==> config.mk <==
export PLATFORM = sky130hd
export DESIGN_NAME = busy_status_responder
export DESIGN_NICKNAME = d
export VERILOG_FILES = /design/src/rtl/bsr_pkg.sv /design/src/rtl/bsr_rst_sync.sv /design/src/rtl/bsr_toggle.sv /design/src/rtl/bsr_status_build.sv /design/src/rtl/busy_status_responder.sv
export SDC_FILE = /design/constraint.sdc
export NUM_CORES = 1
export LEC_CHECK = 0
export BUFFER_PORTS_ARGS = -buffer_cell sky130_fd_sc_hd__buf_2
export CAP_MARGIN = 20
export CELL_PAD_IN_SITES_DETAIL_PLACEMENT = 1
export CELL_PAD_IN_SITES_GLOBAL_PLACEMENT = 1
export CORE_ASPECT_RATIO = 0.6
export CORE_MARGIN = 2
export CORE_UTILIZATION = 30
export DETAILED_ROUTE_END_ITERATION = 16
export PLACE_DENSITY = 0.85
export SYNTH_ARGS = -nofsm -noshare
export SYNTH_HDL_FRONTEND = slang
export SYNTH_SLANG_ARGS = --single-unit
==> constraint.sdc <==
create_clock -name clk -period 1.12 [get_ports clk]
set_input_delay 0.112 -clock clk [delete_from_list [all_inputs] [get_ports clk]]
set_output_delay 0.112 -clock clk [all_outputs]
set_load 0.01 [all_outputs]
==> src/rtl/bsr_pkg.sv <==
package bsr_pkg;
  typedef enum logic {
    SRC_ARRAY  = 1'b0,
    SRC_STATUS = 1'b1
  } rd_src_e;
endpackage

==> src/rtl/bsr_rst_sync.sv <==
module bsr_rst_sync #(
  parameter int STAGES = 2
) (
  input  logic clk,
  input  logic rst_n,
  output logic rst_sync_n
);
  logic [STAGES-1:0] chain_q;

  always_ff @(posedge clk or negedge rst_n) begin
    if (!rst_n) chain_q <= '0;
    else        chain_q <= {chain_q[STAGES-2:0], 1'b1};
  end

  assign rst_sync_n = chain_q[STAGES-1];
endmodule

==> src/rtl/bsr_toggle.sv <==
module bsr_toggle (
  input  logic clk,
  input  logic rst_n,
  input  logic adv_i,
  output logic tog_o
);
  logic tog_q, tog_d;

  always_comb begin
    tog_d = tog_q;
    if (adv_i) tog_d = ~tog_q;
  end

  always_ff @(posedge clk or negedge rst_n) begin
    if (!rst_n) tog_q <= 1'b0;
    else        tog_q <= tog_d;
  end

  assign tog_o = tog_q;

  p_flip_on_read_r3: assert property (@(posedge clk) disable iff (!rst_n)
    adv_i |=> (tog_o != $past(tog_o)));
  p_hold_no_read_r6: assert property (@(posedge clk) disable iff (!rst_n)
    !adv_i |=> $stable(tog_o));
endmodule

==> src/rtl/bsr_status_build.sv <==
module bsr_status_build #(
  parameter int DATA_W   = 16,
  parameter int LANE_W   = 8,
  parameter int POLL_BIT = 7,
  parameter int FLIP_BIT = 6
) (
  input  logic [DATA_W-1:0] last_i,
  input  logic              tog_i,
  output logic [DATA_W-1:0] status_o
);
  localparam int NUM_LANES = DATA_W / LANE_W;

  for (genvar l = 0; l < NUM_LANES; l++) begin : g_lane
    logic [LANE_W-1:0] lane;
    always_comb begin
      lane           = last_i[l*LANE_W +: LANE_W];
      lane[POLL_BIT] = ~lane[POLL_BIT];
      lane[FLIP_BIT] = tog_i;
    end
    assign status_o[l*LANE_W +: LANE_W] = lane;
  end
endmodule

==> src/rtl/busy_status_responder.sv <==
module busy_status_responder #(
  parameter int DATA_W   = 16,
  parameter int LANE_W   = 8,
  parameter int POLL_BIT = 7,
  parameter int FLIP_BIT = 6
) (
  input  logic              clk,
  input  logic              rst_n,
  input  logic              busy_i,
  input  logic [15:0]       last_word_i,
  input  logic              rd_stb_i,
  input  logic [15:0]       arr_data_i,
  output logic [15:0]       rd_data_o
);
  import bsr_pkg::*;

  localparam int HI_POLL = LANE_W + POLL_BIT;
  localparam int HI_FLIP = LANE_W + FLIP_BIT;

  logic              rst_i_n;
  logic              tog;
  logic              adv;
  rd_src_e           src;
  logic [DATA_W-1:0] status_w;
  logic [DATA_W-1:0] rd_d, rd_q;

  bsr_rst_sync #(.STAGES(2)) u_rst (
    .clk        (clk),
    .rst_n      (rst_n),
    .rst_sync_n (rst_i_n)
  );

  assign adv = rd_stb_i & busy_i;

  bsr_toggle u_tog (
    .clk   (clk),
    .rst_n (rst_i_n),
    .adv_i (adv),
    .tog_o (tog)
  );

  bsr_status_build #(
    .DATA_W   (DATA_W),
    .LANE_W   (LANE_W),
    .POLL_BIT (POLL_BIT),
    .FLIP_BIT (FLIP_BIT)
  ) u_build (
    .last_i   (last_word_i),
    .tog_i    (tog),
    .status_o (status_w)
  );

  always_comb begin
    src  = busy_i ? SRC_STATUS : SRC_ARRAY;
    rd_d = rd_q;
    if (rd_stb_i) rd_d = (src == SRC_STATUS) ? status_w : arr_data_i;
  end

  always_ff @(posedge clk or negedge rst_i_n) begin
    if (!rst_i_n) rd_q <= '0;
    else          rd_q <= rd_d;
  end

  assign rd_data_o = rd_q;

  p_poll_inv_r2: assert property (@(posedge clk) disable iff (!rst_i_n)
    (rd_stb_i && busy_i) |=>
      (rd_data_o[POLL_BIT] == !$past(last_word_i[POLL_BIT])) &&
      (rd_data_o[HI_POLL]  == !$past(last_word_i[HI_POLL])));
  p_lanes_match_r3: assert property (@(posedge clk) disable iff (!rst_i_n)
    (rd_stb_i && busy_i) |=> (rd_data_o[FLIP_BIT] == rd_data_o[HI_FLIP]));
  p_alternate_r3: assert property (@(posedge clk) disable iff (!rst_i_n)
    (rd_stb_i && busy_i) |=> (rd_data_o[FLIP_BIT] != tog));
  p_idle_data_r5: assert property (@(posedge clk) disable iff (!rst_i_n)
    (rd_stb_i && !busy_i) |=> (rd_data_o == $past(arr_data_i)));
  p_hold_r7: assert property (@(posedge clk) disable iff (!rst_i_n)
    !rd_stb_i |=> $stable(rd_data_o));
endmodule

== Word level (Yosys, flattened, before mapping) ==
Index checks and enable logic that the tools add are counted.
Widths: inputs -> output; s select.
Word-level totals
  register bits: 19
  bits in latches: 0
  RAM bits: 0
  memory bits (read-only): 0
  output and inout bits: 16
  logic and storage cells: 9
  memories kept: 0
Cells by class
  add/subtract/negate cells: 0
  $mul: 0
  divide/modulo/power cells: 0
  magnitude comparators: 0
  eq/ne operators: 0
  shifts and indexed selects: 0
  mux-type cells: 2
  bitwise gates (word level): 4
  reductions and logical operators: 0
Operators by type and width (count)
  $mux 16: 1
  $not 1->1: 3
  $and 1x1->1: 1
  $mux 1: 1

== Logic depth before layout (Yosys ltp) ==
Gate-level depths: netlist of run 1.
  depth after elaboration: 2
  depth in mapped cells: 4
  depth with buffers taken out: 2

== Modules after synthesis ==
From an unflattened synthesis of run 1, not the netlist that was laid out.
Second synthesis, totals
  cell total of the unflattened synthesis: 92
  area, all modules: 960.9 sq um
By module, submodules not included
  busy_status_responder: times used 1, cells an instance 71, area an instance 760.7 sq um
  bsr_status_build: times used 1, cells an instance 16, area an instance 112.6 sq um
  bsr_rst_sync: times used 1, cells an instance 3, area an instance 53.8 sq um
  bsr_toggle: times used 1, cells an instance 2, area an instance 33.8 sq um

== Worst setup path after synthesis of run 1 ==
OpenSTA, ideal clock, no wires.
  path type: input to register
  start point: input port busy_i
  end point: register rd_q[6] (netlist: rd_data_o[6])
  data arrival time: 603 ps
  setup slack: 391 ps
  stages on the path: 4
  buffers on the path: 2
  cells stage by stage: buf_6 -> buf_12 -> mux2i_1 -> a21oi_1
On the way
  word-level cells in the longest chain between the ends: 2
Ends and longest elaborated chain
  start: declaration: line busy_status_responder.sv:9  | input logic busy_i,
  $mux 1: line busy_status_responder.sv:54  | src = busy_i ? SRC_STATUS : SRC_ARRAY;
  $mux 16: line busy_status_responder.sv:56  | if (rd_stb_i) rd_d = (src == SRC_STATUS) ? status_w : arr_data_i;
  end signal: assignment: line busy_status_responder.sv:61  | else rd_q <= rd_d;
  end: declaration: line busy_status_responder.sv:25  | logic [DATA_W-1:0] rd_d, rd_q;
No other way between the ends.
A chain may end at the register's enable or synchronous reset.

== Final worst setup path of run 1 ==
  start point: register rd_q[14] (netlist: rd_data_o[14])
  end point: output port rd_data_o[14]
RTL lines
  end: declaration: line busy_status_responder.sv:13  | output logic [15:0] rd_data_o
No word-level cell between the ends.

==> results of run 1 <==
## worst reg2reg max path: stages, from the launching register on
cell and delay, ns:
dfrtp_1 0.42, mux2i_1 0.17, a21oi_1 0.10
## layout by cell type, fill, tap and decap left out, drive strengths merged
| cell | netlist | layout |
|---|---|---|
| xnor2 | 1 | 1 |
| or2b | 2 | 2 |
| dlygate4sd3 | 0 | 1 |
| nand2 | 1 | 1 |
| conb | 1 | 1 |
| dfrtp | 19 | 19 |
| nand2b | 2 | 2 |
| clkbuf | 0 | 3 |
| nor2 | 16 | 16 |
| mux2i | 14 | 14 |
| a31oi | 2 | 2 |
| buf | 6 | 55 |
| clkinv | 0 | 1 |
| a21oi | 14 | 14 |
## repair_timing
action	CTS	global route
endpoints found under the hold margin	2	0
setup buffers	0	0
hold buffers	1	0
## through the flow
stage	instances	total power, mW	hold slack [ns]	cell area [µm²]
global route	164	1.80	0.127	1210
finish	164	1.71	0.110	1210
global placement	159	1.20	-0.0950	1150
detailed placement	159	1.23	-0.0957	1150
floorplan	78	1.04	-0.184	858
CTS	164	1.73	0.105	1210
## sequential cells by signal, indices dropped and copies added (netlist names)
register	cells
u_tog.tog_o	1
rd_data_o	16
u_rst.chain_q	2
## layer usage
layer	wire (µm)	track usage (%)	vias up
met2	1300	30.8	22
met5	0	0	-
met3	156	6.42	2
met4	19	3.33	0
li1	-	-	371
met1	987	18.1	362
## power by group through the flow
stage                     clock [mW]  sequential [mW]  combinational [mW]
after floorplan                    0            0.887               0.156
after global placement             0            0.847               0.353
after detailed placement           0            0.855               0.376
after CTS                      0.504            0.845               0.386
after global routing           0.525            0.856               0.417
final                          0.487            0.844               0.378
## cells in the mapped netlist
master,number
dfrtp_1,19
buf_6,1
or2b_1,2
buf_2,4
conb_1,1
a21oi_1,14
buf_12,1
nand2_1,1
xnor2_1,1
mux2i_1,14
a31oi_1,2
nor2_1,16
nand2b_2,2
## cell families after synthesis
logic type / Yosys count
AOI/OAI and AO/OA: 16
xor gates and xnor gates: 1
buffers and inverters: 6
DFF: 19
muxes: 14
other: 1
and+or+nand+nor: 21
## path summary, 6_finish.rpt
kind | start | end | slack [ns] | cells past startpoint
setup reg to reg | u_tog.tog_o | rd_data_o[6] | 0.32 | 2
min in group asynchronous | rst_n | u_rst.chain_q[0] | 0.15 | 2
max in group asynchronous | u_rst.chain_q[1] | rd_data_o[10] | 0.79 | 1
setup / recovery | rd_data_o[14] | rd_data_o[14] | 0.20 | 1
hold reg to reg | u_rst.chain_q[1] | rd_data_o[13] | 0.19 | 1
hold / removal | last_word_i[15] | rd_data_o[15] | 0.11 | 3
## final cells by class
type | count | area share (%)
sequential | 19 | 39.4
multi-input combinational | 53 | 27.5
timing repair buffer | 56 | 25.9
clock buffer | 3 | 3.42
tap | 32 | 3.32
clock inverter | 1 | 0.415
==> results by group, run 1 <==
Status
  • Status: completed

Critical path
  • Worst Setup End Kind: primary output
  • Crit path kind: flip-flop to primary output
  • Buf+Inv Stages, Crit Path: 1
  • CP Cell Sequence: buf_2
  • Largest stage delay, worst path: 0.40 ns
  • Critical Path Start Type: flip-flop
  • Worst-path maximum fanout: 2
  • Worst EP required: 1.01 ns
  • CP top delay family: flip-flops
  • Crit path DAT: 0.80 ns
  • CP max-delay cell: dfrtp_1

Clock network
  • Max Root-Sink Buffers: 2
  • Clk slew on worst S/H paths: 0.07 ns
  • Root buf cell: clkbuf_8
  • CTS tree: yes
  • Worst-Skew Late Latency: 0.26 ns
  • CTS Sinks: 19
  • Num CTS Buffers: 3
  • Resized cells post-CTS: 0
  • CTS H-Tree Depth: 1

Global route
  • Antenna violations before repair: 0
  • Total track usage: 16.5%
  • Global-route wire length before repair: 3.93 mm
  • Largest net degree at the start of global routing: 19
  • GRT Residual Overflow: 0
  • Vias in the first global route: 835

Timing
  • Setup WS post-layout: 0.204 ns
  • Final setup TNS: 0 ns
  • Final hold vios: 0
  • Crit share post-route: 81.8%
  • Final setup vio count: 0
  • Fmax: 1.09 GHz
  • Post-route minimum period: 0.916 ns
  • Setup Skew: 0.00479 ns
  • Fin. max-slew vios: 0
  • RSZ-0062 raised after global routing: false

Layout
  • Post-Route Utilization: 46.2%
  • # nets final: 169
  • Reg area: 475 µm²
  • FILL cells: 305
  • Area grow syn2layout: 40.5%
  • Ant diodes: 0
  • Share of layout cells above drive strength 1: 46.2%
  • Multi-input logic area: 332 µm²

Placement
  • Post-placement setup slack: 0.0969 ns
  • Gpl congestion: 0.654
  • IO Port Bufs: 49
  • Detailed placer's ending HPWL: 1.94 mm

Yosys
  • Largest family of logic cells by synthesized area: multiplexers
  • Register bit total from synthesis: 19
  • Syn_nets: 114
  • Synth Area in XOR/XNOR: 1.02%
  • Post-synthesis simple-gate area fraction: 11.2%
  • Biggest area consumer among synthesized cells: dfrtp_1
  • Register area share after synthesis: 55.4%
  • Synth top area cells: dfrtp_1 55%, mux2i_1 16%, a21oi_1 8.2%
  • Ys Warns: 0
  • Gate Count Post-Synth: 78
  • Synth Area in Adders: 0%
  • Post-synthesis mux area share: 16.3%
  • Synth top area share: 55.4%
  • Compound-Gate Fraction of Synth Area: 9.62%
  • Synth Cell Area: 858 µm²
  • Distinct cells, synth: 13
  • Synth Area per Inst: 11.0 µm²

Drt
  • Initial DRC Count: 24
  • Post-DR wirelength/cell: 15.0 µm
  • # DRC: 0
  • Drt via density: 4.62
  • Total number of vias: 757
  • Routed WL: 2.47 mm
  • 1st-pass router iterations: 4
  • Routed Antenna Nets: 0

Power and ir drop
  • Int Power: 1.21 mW
  • Pleak: 0.621 nW
  • PwrDens: 1420 nW/µm²
  • Comb pwr share: 22.1%
  • Sequential group share of total power: 49.4%
  • Clock group share of total power: 28.5%
  • Maximum VDD drop: 500 µV
  • P_sw: 0.495 mW
  • Switching share of power: 29.0%

Floorplan
  • Initial core utilization: 32.9%
  • Die ar.: 3320 µm²
  • IO Pins: 52
  • Rows: 14
  • Core region area: 2610 µm²
  • Die X: 73.1 µm
  • Height of the die: 45.4 µm

Job
  • Max cap viols: 0

Min path
  • Hold WC Path Type: input port to flip-flop
(Power assumes the default switching activity.)
==> run 2, diff against run 1 <==
Settings changed: CORE_UTILIZATION 30 to 27, PLACE_DENSITY 0.85 to 0.81.
Clock period 1.12 ns to 0.8 ns, I/O delays scaled along.
==> results by group, run 2 (synthesis gave the netlist of run 1 again) <==
Critical path
  • Reg-to-reg slack, setup: 0.04 ns (was 0.32 ns)
  • Crit path kind: flip-flop to primary output (unchanged)
  • CP Cell Sequence: buf_6 (was buf_2)
  • CP top delay family: flip-flops (unchanged)
  • Worst EP required: 0.72 ns (was 1.01 ns)
  • Buf+Inv Stages, Crit Path: 1 (unchanged)
  • CP max-delay cell: dfrtp_1 (unchanged)
  • Largest stage delay, worst path: 0.41 ns (was 0.40 ns)
  • Critical Path Start Type: flip-flop (unchanged)
  • Critical path depth in cells: 1 (unchanged)
  • Worst Setup End Kind: primary output (unchanged)
  • Cell depth of the worst flop-to-flop path: 2 (unchanged)
  • Crit path DAT: 0.79 ns (was 0.80 ns)
  • Worst-path maximum fanout: 2 (unchanged)

Timing
  • Fmax: 1.15 GHz
  • Final setup vio count: 16 (was 0)
  • Hold slack: 0.0960 ns (was 0.110 ns)
  • RSZ-0062 raised after global routing: true (was false)
  • Final setup TNS: -0.782 ns (was 0 ns)
  • Crit share post-route: 108%
  • Post-route minimum period: 0.866 ns
  • Fin. max-slew vios: 0 (unchanged)
  • Setup WS post-layout: -0.0662 ns (was 0.204 ns)
  • Setup Skew: 0.00416 ns (was 0.00479 ns)
  • Final hold vios: 0 (unchanged)

Drt
  • Routed Antenna Nets: 0 (unchanged)
  • Post-DR wirelength/cell: 12.7 µm (was 15.0 µm)
  • 1st-pass router iterations: 4 (unchanged)
  • Initial DRC Count: 11 (was 24)
  • # DRC: 0 (unchanged)
  • Routed WL: 2.28 mm (was 2.47 mm)
  • Total number of vias: 775 (was 757)
  • Drt via density: 4.31 (was 4.62)

Layout
  • Largest register FFs: 16 (unchanged)
  • FILL cells: 355 (was 305)
  • Final Instance Area: 1300 µm² (was 1210 µm²)
  • # nets final: 175 (was 169)
  • Ant diodes: 0 (unchanged)
  • Most frequent cells in the layout: 48 x buf_2, 19 x dfrtp_1, 14 x mux2i_1, 14 x a21oi_1, 14 x nor2_1 (was 49 x buf_2, 19 x dfrtp_1, 16 x nor2_1, 14 x mux2i_1, 14 x a21oi_1)
  • Area grow syn2layout: 51.9% (was 40.5%)
  • Non-filler cells, final: 180 (was 164)
  • Commonest non-fill, non-tap cell in the layout: buf_2 (unchanged)
  • Share of layout cells above drive strength 1: 49.3% (was 46.2%)

Clock network
  • Num CTS Buffers: 3 (unchanged)
  • Worst-Skew Late Latency: 0.25 ns (was 0.26 ns)
  • CTS H-Tree Depth: 1 (unchanged)
  • Root buf cell: clkbuf_8 (unchanged)
  • Clk slew on worst S/H paths: 0.06 ns (was 0.07 ns)
  • Max Root-Sink Buffers: 2 (unchanged)
  • CTS Sinks: 19 (unchanged)
  • CTS tree: yes (unchanged)

Global route
  • GRT Residual Overflow: 0 (unchanged)
  • Largest net degree at the start of global routing: 20 (was 19)
  • Global-route wire length before repair: 3.81 mm (was 3.93 mm)
  • Vias in the first global route: 844 (was 835)
  • Total track usage: 13.8% (was 16.5%)
  • Antenna violations before repair: 0 (unchanged)

Floorplan
  • Rows: 15 (was 14)
  • Initial core utilization: 29.1% (was 32.9%)
  • Die X: 76.8 µm (was 73.1 µm)
  • Core region area: 2950 µm² (was 2610 µm²)
  • Height of the die: 47.7 µm (was 45.4 µm)
  • Die ar.: 3660 µm² (was 3320 µm²)
  • IO Pins: 52 (unchanged)

Min path
  • Cell count of the worst hold path: 3 (unchanged)
  • Hold WC Path Type: input port to flip-flop (unchanged)

Power and ir drop
  • PwrDens: 1860 nW/µm² (was 1420 nW/µm²)
  • Maximum VDD drop: 718 µV (was 500 µV)
  • Pleak: 0.658 nW (was 0.621 nW)

Status
  • Violated checks: setup timing
  • Status: finished, violations left (was completed)

Placement
  • Placed cell area: 1190 µm² (was 1150 µm²)
  • Gpl congestion: 0.623 (was 0.654)
  • Detailed placer's ending HPWL: 1.86 mm (was 1.94 mm)
  • Post-placement setup slack: -0.0238 ns (was 0.0969 ns)
  • IO Port Bufs: 49 (unchanged)
  • Total placed cells including tap cells: 169 (was 159)

Job
  • Max cap viols: 0 (unchanged)
-- run 2: stage by stage --
| step | util [%] | total power, mW |
|---|---|---|
| floorplan | - | 1.46 |
| global placement | 40.3 | 1.70 |
| detailed placement | 40.3 | 1.73 |
| CTS | 42.9 | 2.43 |
| global route | 44.2 | 2.60 |
| finish | 44.2 | 2.42 |
-- run 2: cell type report --
type / instances / area [µm²] / area share, %
clock buffer: 4 / 45.0 / 3.45
multi-input combinational: 53 / 342 / 26.2
sequential: 19 / 475 / 36.5
tap: 42 / 52.6 / 4.03
timing repair buffer: 62 / 389 / 29.8
-- run 2: timing repair --
| item | in CTS | in global routing |
|---|---|---|
| setup buffers | 3 | 3 |
| gates resized for setup | 0 | 4 |
| hold buffers | 1 | 0 |
| hold endpoints to repair | 2 | 0 |
| pin swaps | 0 | 2 |
| setup endpoints to repair | 16 | 20 |
-- run 2: worst reg2reg max path, stage by stage (launching register included) --
cell and delay [ns]:
dfrtp_1 0.42, mux2i_1 0.15, a21oi_1 0.08
-- run 2: path summary, 6_finish.rpt --
kind | startpoint | end
min in group asynchronous | rst_n | u_rst.chain_q[0]
max in group asynchronous | u_rst.chain_q[1] | rd_data_o[15]
max reg2reg | u_tog.tog_o | rd_data_o[14]
min reg2reg | u_rst.chain_q[1] | rd_data_o[3]
min | arr_data_i[15] | rd_data_o[15]
max | rd_data_o[12] | rd_data_o[12]
-- run 2: routing by layer --
metal / GRT usage, % / vias to the layer above / wire, µm
li1: - / 382 / -
met5: 0 / - / 0
met3: 4.91 / 2 / 149
met4: 3.27 / 0 / 8
met2: 26.0 / 26 / 1160
met1: 15.8 / 365 / 960
-- run 2: where the power goes --
group          internal, mW  switching (mW)
clock                 0.353           0.289
sequential             1.09          0.0903
combinational         0.328           0.268
total                  1.77           0.647
==> run 3, diff against run 2 <==
Settings changed: SKIP_CTS_REPAIR_TIMING set to 1.
==> results by group, run 3 (synthesis gave the netlist of run 1 again) <==
Clock network
  • CTS tree: yes (unchanged)
  • Worst-Skew Late Latency: 0.25 ns (about the same)
  • Clk slew on worst S/H paths: 0.07 ns (was 0.06 ns)
  • Max Root-Sink Buffers: 2 (unchanged)
  • CTS H-Tree Depth: 1 (unchanged)
  • CTS Sinks: 19 (unchanged)
  • Num CTS Buffers: 3 (unchanged)
  • Root buf cell: clkbuf_8 (unchanged)

Layout
  • Non-filler cells, final: 180 (unchanged)
  • FILL cells: 354 (was 355)
  • Area grow syn2layout: 51.0% (was 51.9%)
  • Largest register FFs: 16 (unchanged)
  • Share of layout cells above drive strength 1: 48.6% (was 49.3%)
  • Ant diodes: 0 (unchanged)
  • Most frequent cells in the layout: 48 x buf_2, 19 x dfrtp_1, 15 x nor2_1, 14 x mux2i_1, 14 x a21oi_1 (was 48 x buf_2, 19 x dfrtp_1, 14 x mux2i_1, 14 x a21oi_1, 14 x nor2_1)
  • # nets final: 175 (unchanged)
  • Commonest non-fill, non-tap cell in the layout: buf_2 (unchanged)

Drt
  • # DRC: 0 (unchanged)
  • Drt via density: 4.29 (was 4.31)
  • 1st-pass router iterations: 3 (was 4)
  • Routed WL: 2.26 mm (was 2.28 mm)
  • Post-DR wirelength/cell: 12.6 µm (was 12.7 µm)
  • Initial DRC Count: 12 (was 11)
  • Routed Antenna Nets: 0 (unchanged)
  • Total number of vias: 773 (was 775)

Timing
  • Setup WS post-layout: -0.0691 ns (was -0.0662 ns)
  • Final hold vios: 0 (unchanged)
  • RSZ-0062 raised after global routing: true (unchanged)
  • Fin. max-slew vios: 0 (unchanged)
  • Fmax: 1.15 GHz (about the same)
  • Post-route minimum period: 0.869 ns (was 0.866 ns)
  • Setup Skew: 0.00483 ns (was 0.00416 ns)
  • Final setup vio count: 16 (unchanged)
  • Crit share post-route: 109% (was 108%)

Critical path
  • End of the critical path: rd_data_o[0] (was rd_data_o[12])
  • Critical path origin: rd_data_o[0] (was rd_data_o[12])
  • Crit path DAT: 0.79 ns (about the same)
  • Critical Path Start Type: flip-flop (unchanged)
  • CP top delay family: flip-flops (unchanged)
  • Worst EP required: 0.72 ns (about the same)
  • Reg-to-reg slack, setup: 0.04 ns (about the same)
  • Cell depth of the worst flop-to-flop path: 3 (was 2)
  • Critical path depth in cells: 1 (unchanged)
  • Crit path kind: flip-flop to primary output (unchanged)
  • CP max-delay cell: dfrtp_1 (unchanged)
  • Reg-to-Reg Start: rd_data_o[0] (was u_tog.tog_o)
  • Largest stage delay, worst path: 0.39 ns (was 0.41 ns)
  • Worst reg2reg path endpoint: rd_data_o[0] (was rd_data_o[14])
  • Worst-path maximum fanout: 2 (unchanged)
  • Buf+Inv Stages, Crit Path: 1 (unchanged)
  • Worst Setup End Kind: primary output (unchanged)
  • CP Cell Sequence: buf_2 (was buf_6)

Power and ir drop
  • PwrDens: 1860 nW/µm² (about the same)
  • Pleak: 0.657 nW (was 0.658 nW)
  • Maximum VDD drop: 753 µV (was 718 µV)

Placement
  • Detailed placer's ending HPWL: 1.86 mm (unchanged)
  • IO Port Bufs: 49 (unchanged)
  • Gpl congestion: 0.623 (unchanged)
  • Post-placement setup slack: -0.0238 ns (unchanged)
  • Total placed cells including tap cells: 169 (unchanged)

Global route
  • GRT Residual Overflow: 0 (unchanged)
  • Antenna violations before repair: 0 (unchanged)
  • Vias in the first global route: 830 (was 844)
  • Total track usage: 13.5% (was 13.8%)
  • Largest net degree at the start of global routing: 20 (unchanged)
  • Global-route wire length before repair: 3.75 mm (was 3.81 mm)

Status
  • Violated checks: setup timing (unchanged)
  • Status: finished, violations left (unchanged)

Job
  • Max cap viols: 0 (unchanged)

Floorplan
  • Die X: 76.8 µm (unchanged)
  • Rows: 15 (unchanged)
  • Initial core utilization: 29.1% (unchanged)
  • IO Pins: 52 (unchanged)
  • Height of the die: 47.7 µm (unchanged)
  • Die ar.: 3660 µm² (unchanged)
  • Core region area: 2950 µm² (unchanged)

Min path
  • Hold WC Path Type: input port to flip-flop (unchanged)
==> run 3: metal layers <==
| metal | wire length (µm) | track usage [%] | part of all wire, % |
|---|---|---|---|
| met1 | 967 | 15.8 | 43 |
| met2 | 1150 | 25.1 | 51 |
| met3 | 137 | 4.91 | 6.1 |
| met4 | 8 | 3.27 | 0.35 |
| met5 | 0 | 0 | 0 |
==> run 3: per-stage QoR <==
| stage | cell area, µm² | utilization (%) | hold WS (ns) | TNS, ns | total power, mW |
|---|---|---|---|---|---|
| floorplan | 858 | - | -0.216 | 0 | 1.46 |
| global placement | 1190 | 40.3 | -0.133 | 0 | 1.70 |
| detailed placement | 1190 | 40.3 | -0.128 | -0.164 | 1.73 |
| CTS | 1230 | 41.8 | -0.406 | -1.03 | 2.39 |
| global route | 1300 | 44.0 | 0.0969 | -1.48 | 2.60 |
| finish | 1300 | 44.0 | 0.0967 | -0.782 | 2.41 |
==> run 3: layout make-up <==
cell class	count	area, µm²	share of cell area [%]
Timing Repair Buffer	62	389	30.0
Clock buffer	4	45.0	3.47
Tap cell	42	52.6	4.05
Sequential cell	19	475	36.7
Multi-Input combinational cell	53	334	25.8
==> run 3: report_power, final <==
group          switching [mW]  internal [mW]  total (mW)
registers              0.0886           1.09        1.18
logic                   0.264          0.326       0.589
clock network           0.290          0.353       0.643
==> run 3: worst min path at each step <==
stage,slack (ns),start,endpoint,cells past startpoint
floorplan,-0.22,rst_n,u_rst.chain_q[0],0
global placement,-0.13,rst_n,u_rst.chain_q[0],1
detailed placement,-0.13,rst_n,u_rst.chain_q[1],1
CTS,-0.41,rst_n,u_rst.chain_q[0],1
global route,0.1,arr_data_i[15],rd_data_o[15],3
finish,0.1,arr_data_i[15],rd_data_o[15],3
==> run 3: worst reg2reg max path: stages (launching register included) <==
cell and delay [ns]:
dfrtp_1 0.39, buf_4 0.14, nor2_2 0.07, a21oi_1 0.05
